$ cat config.mk
export PLATFORM = sky130hd
export DESIGN_NAME = bus_exchanger
export DESIGN_NICKNAME = d
export VERILOG_FILES = /design/src/rtl/bus_exchanger.sv
export SDC_FILE = /design/constraint.sdc
export NUM_CORES = 1
export LEC_CHECK = 0
export ABC_AREA = 1
export CELL_PAD_IN_SITES_DETAIL_PLACEMENT = 1
export CELL_PAD_IN_SITES_GLOBAL_PLACEMENT = 2
export CORE_ASPECT_RATIO = 0.9
export CORE_MARGIN = 5
export CORE_UTILIZATION = 25
export DETAILED_ROUTE_END_ITERATION = 10
export PLACE_DENSITY = 0.84
export SYNTH_ARGS = -nofsm -noshare
export SYNTH_HDL_FRONTEND = slang
export SYNTH_SLANG_ARGS = --single-unit
$ cat constraint.sdc
create_clock -name clk -period 1.14 [get_ports clk]
set_input_delay 0.114 -clock clk [delete_from_list [all_inputs] [get_ports clk]]
set_output_delay 0.114 -clock clk [all_outputs]
set_load 0.1 [all_outputs]
$ cat src/rtl/bus_exchanger.sv
module bus_exchanger #(
  parameter int W = 12
) (
  input  logic         clk,
  input  logic         rst,
  input  logic         a1_load_n,
  input  logic         a2_load_n,
  input  logic         b1_load_n,
  input  logic         b2_load_n,
  input  logic         sel,
  input  logic         oea_n,
  input  logic         oeb_n,
  input  logic [W-1:0] a_in,
  output logic [W-1:0] a_out,
  output logic         a_drive,
  input  logic [W-1:0] b1_in,
  input  logic [W-1:0] b2_in,
  output logic [W-1:0] b1_out,
  output logic [W-1:0] b2_out,
  output logic         b_drive
);

  logic [W-1:0] lead_q, first_q, second_q, cap1_q, cap2_q;
  logic         oea_q, oeb_q;

  always_ff @(posedge clk) begin
    if (rst) begin
      lead_q   <= '0;
      first_q  <= '0;
      second_q <= '0;
      cap1_q   <= '0;
      cap2_q   <= '0;
      oea_q    <= 1'b1;
      oeb_q    <= 1'b1;
    end else begin
      if (!a1_load_n) begin
        lead_q  <= a_in;
        first_q <= lead_q;
      end
      if (!a2_load_n) second_q <= a_in;
      if (!b1_load_n) cap1_q   <= b1_in;
      if (!b2_load_n) cap2_q   <= b2_in;
      oea_q <= oea_n;
      oeb_q <= oeb_n;
    end
  end

  assign b1_out  = first_q;
  assign b2_out  = second_q;
  assign a_out   = sel ? cap1_q : cap2_q;
  assign a_drive = ~oea_q;
  assign b_drive = ~oeb_q;

  p_reset_r1: assert property (@(posedge clk)
    $past(rst) |-> (b1_out == '0 && b2_out == '0 && !a_drive && !b_drive));

  p_two_stage_r2: assert property (@(posedge clk) disable iff (rst)
    (!$past(rst) && !$past(rst, 2) && !$past(a1_load_n) && !$past(a1_load_n, 2))
      |-> b1_out == $past(a_in, 2));

  p_one_stage_r3: assert property (@(posedge clk) disable iff (rst)
    (!$past(rst) && !$past(a2_load_n)) |-> b2_out == $past(a_in));

  p_hold_first_r4: assert property (@(posedge clk) disable iff (rst)
    (!$past(rst) && $past(a1_load_n)) |-> $stable(b1_out));

  p_hold_second_r4: assert property (@(posedge clk) disable iff (rst)
    (!$past(rst) && $past(a2_load_n)) |-> $stable(b2_out));

  p_capture_r6: assert property (@(posedge clk) disable iff (rst)
    (!$past(rst) && !$past(b1_load_n) && sel) |-> a_out == $past(b1_in));

  p_drive_a_r8: assert property (@(posedge clk) disable iff (rst)
    !$past(rst) |-> a_drive == !$past(oea_n));

  p_drive_b_r9: assert property (@(posedge clk) disable iff (rst)
    !$past(rst) |-> b_drive == !$past(oeb_n));

endmodule

==> results of run 1 <==
[sequential cells by signal, indices dropped and copies added (netlist names)]
name	flops
cap1_q	12
cap2_q	12
oea_q	1
b2_out	12
lead_q	12
oeb_q	1
b1_out	12
[area by class of cell]
cell class                 count  area (um^2)  share of cell area [%]
inverter                      63          236                    5.14
sequential                    62         1300                    28.3
multi-input combinational    266         1180                    25.6
tap                          129          161                    3.51
clock buffer                  11          243                    5.28
timing repair buffer          97         1440                    31.2
clock inverter                 4         47.5                    1.03
[metal layers]
| layer | global-route usage [%] | wire (um) | up-vias |
|---|---|---|---|
| met5 | 0 | 0 | - |
| li1 | - | - | 1348 |
| met3 | 6.01 | 737 | 8 |
| met1 | 13.5 | 3120 | 1214 |
| met2 | 23.1 | 4030 | 62 |
| met4 | 3.69 | 86 | 0 |
[cells in the mapped netlist]
master,n
inv_2,1
or2_2,2
o21ai_0,12
buf_6,2
buf_2,10
dfxtp_1,62
buf_4,7
nor2_1,120
inv_1,62
nand2_1,132
[power groups by stage]
stage,registers (uW),clock network (uW),logic [uW]
after floorplan,2860,0,712
after global placement,2480,0,1830
after detailed placement,2490,0,1860
after CTS,2460,2740,1930
after global routing,2480,2840,2040
final,2460,2640,1920
[what timing repair did]
| action | 4_1_cts | 5_1_grt |
|---|---|---|
| setup endpoints to repair | 12 | 12 |
| buffers inserted | 2 | 4 |
| hold endpoints to repair | 0 | 0 |
| cloned | 1 | 0 |
| gates resized for setup | 41 | 16 |
| pin swaps | 11 | 11 |
[cells by family (layout without fill, tap and decap cells)]
| kind of cell | Yosys count | count (layout) |
|---|---|---|
| AO/OA/AOI/OAI | 12 | 12 |
| AND/OR/NAND/NOR | 254 | 254 |
| buffers and inverters | 82 | 175 |
| flip-flops | 62 | 62 |
[metrics by stage]
stage                     instances  worst slack, ns  total power [uW]
after detailed placement        610           -0.186              4350
final                           632          0.00813              7020
after global routing            632          -0.0508              7360
after global placement          610           -0.168              4310
after floorplan                 410           -0.125              3570
after CTS                       628          -0.0317              7120
[critical path, stage by stage (launching register included)]
cell     delay (ns)
dfxtp_2        0.32
inv_2          0.05
o21ai_4        0.14
buf_12         0.19
[how the worst max path moves through the flow]
stage	startpoint	endpoint	slack [ns]	cells after the start
floorplan	sel	a_out[10]	-0.13	2
global placement	sel	a_out[11]	-0.17	5
detailed placement	sel	a_out[11]	-0.19	5
CTS	cap2_q[3]$_SDFFE_PP0N_	a_out[3]	-0.03	3
global route	cap2_q[4]$_SDFFE_PP0N_	a_out[4]	-0.05	3
finish	cap2_q[4]$_SDFFE_PP0N_	a_out[4]	0.008	3
==> metrics.csv, run 1 <==
stage,metric,value,unit
setup_path,Worst Setup Start Kind,flop,
setup_path,worst reg-to-reg setup slack,0.30,ns
clock_network,worst-skew pair later-pin latency,0.31,ns
layout,# nets final,544,
floorplanning,FP Rows,35,
global_routing,largest net degree at the start of global routing,49,
setup_path,CP required,1.03,ns
timing,Setup-failing EPs final,0,
yosys,fraction of the mapped netlist area in compound gates,2.29,%
layout,area grow syn2layout,75.5,%
yosys,mux contribution to synthesized area,0,%
yosys,Area contributors post-synth,"dfxtp_1 47%, nand2_1 19%, nor2_1 17%",
yosys,Yosys warnings,0,
floorplanning,core area,0.0102,mm^2
layout,cell area after layout,0.00460,mm^2
floorplanning,Die W,118,um
power_and_ir_drop,Sw Pwr,2190,uW
yosys,Adder-Cell Fraction of Synth Area,0,%
detailed_routing,Via density,4.16,
layout,proportion of layout cells with a drive suffix above 1,30.0,%
timing,final hold slack,0.358,ns
global_routing,gr usage total,12.9,%
setup_path,R2R cell count,6,
setup_path,WS Path Type,reg -> out,
placement,placed inst area,0.00412,mm^2
clock_network,CTS max path bufs,2,
detailed_routing,final wirelength,7.96,mm
detailed_routing,DRC viols,0,
global_routing,number of global-route vias before repair,2726,
timing,worst-case clock skew,0.00382,ns
yosys,Syn Area/Cell,6.39,um^2
clock_network,CTS Hold Bufs,0,
clock_network,H-tree depth,3,
global_routing,initial antenna violation count,0,
placement,IO Port Bufs,82,
yosys,post-synth top area cell,dfxtp_1,
power_and_ir_drop,sequential share of power,35.0,%
min_path,Worst Hold Path EP,cap1_q[7]$_SDFFE_PP0N_,
floorplanning,Initial Util,25.6,%
power_and_ir_drop,cell area power density,1530,mW/mm^2
placement,routability cong.,0.783,
yosys,Synth Net Count,455,
power_and_ir_drop,Internal,4830,uW
run,Max Cap Violations,0,
yosys,main combinational cell family by area after synthesis,simple AND/OR/NAND/NOR gates,
detailed_routing,Routed Antenna Nets,0,
timing,Tcrit/Tclk final,99.3,%
timing,Final Slew Violations,0,
layout,most frequent cells in the layout,"123 x nand2_1, 120 x nor2_1, 50 x inv_1",
yosys,mapped cell area,0.00262,mm^2
timing,worst slew pin tran,0.199,ns
layout,fin util,44.9,%
timing,Slew HR,86.7,%
yosys,Gate Count Post-Synth,410,
power_and_ir_drop,Leak Pwr,0.00214,uW
power_and_ir_drop,Clock Power Share,37.6,%
power_and_ir_drop,Comb pwr share,27.3,%
clock_network,clk sinks,62,
global_routing,first-pass GRT wire length,13.1,mm
detailed_routing,DRT iter0 DRCs,133,
yosys,post-synthesis xor/xnor area fraction,0,%
detailed_routing,Vias,2632,
clock_network,Root Buffer,clkbuf_16,
yosys,count of cell types in the netlist,10,
setup_path,crit path max fanout,2,
timing,minimum clock period,1.13,ns
min_path,HP Start,b1_in[7],
min_path,worst hold path cell count,3,
timing,Final Hold Viols,0,
global_routing,Congestion Overflow GR,0,
timing,TNS Setup,0,ns
clock_network,TritonCTS clock tree,built,
yosys,Post-Synth Simple-Gate Area,36.6,%
run_status,status,finished clean,
clock_network,TritonCTS Buffers,9,
setup_path,Worst R2R Start,cap2_q[4]$_SDFFE_PP0N_,
floorplanning,die area,0.0126,mm^2
placement,DP HPWL,5.89,mm
timing,maximum clock rate,883,MHz
detailed_routing,drt wl/cell,12.6,um
min_path,Worst Hold Class,in -> reg,
floorplanning,die height,107,um
yosys,register area share after synthesis,47.4,%
power_and_ir_drop,switching fraction of total power,31.2,%
detailed_routing,Detailed Routing Iterations Pass 1,4,
floorplanning,# IOs,83,
setup_path,crit path DAT,1.02,ns
yosys,Seq cells post-synth,62,
layout,diode count,0,
clock_network,"Clk pin slew, worst setup/hold paths",0.05,ns
timing,RSZ-0062 raised after global routing,true,
power_and_ir_drop,VDD IR max,0.713,mV
setup_path,Worst Setup End Kind,output pin,
yosys,Yosys top cell area share,47.4,%
layout,Filler cells,1231,
setup_path,FF-to-FF End,cap2_q[4]$_SDFFE_PP0N_,
layout,"commonest non-fill, non-tap cell in the layout",nand2_1,
(Power assumes the default switching activity.)
==> inputs of run 2 (changes only) <==
Settings changed: GPL_ROUTABILITY_DRIVEN set to 0.
==> results of run 2 <==
Same layout as run 1: the final DEF is identical, and so are final timing and power.
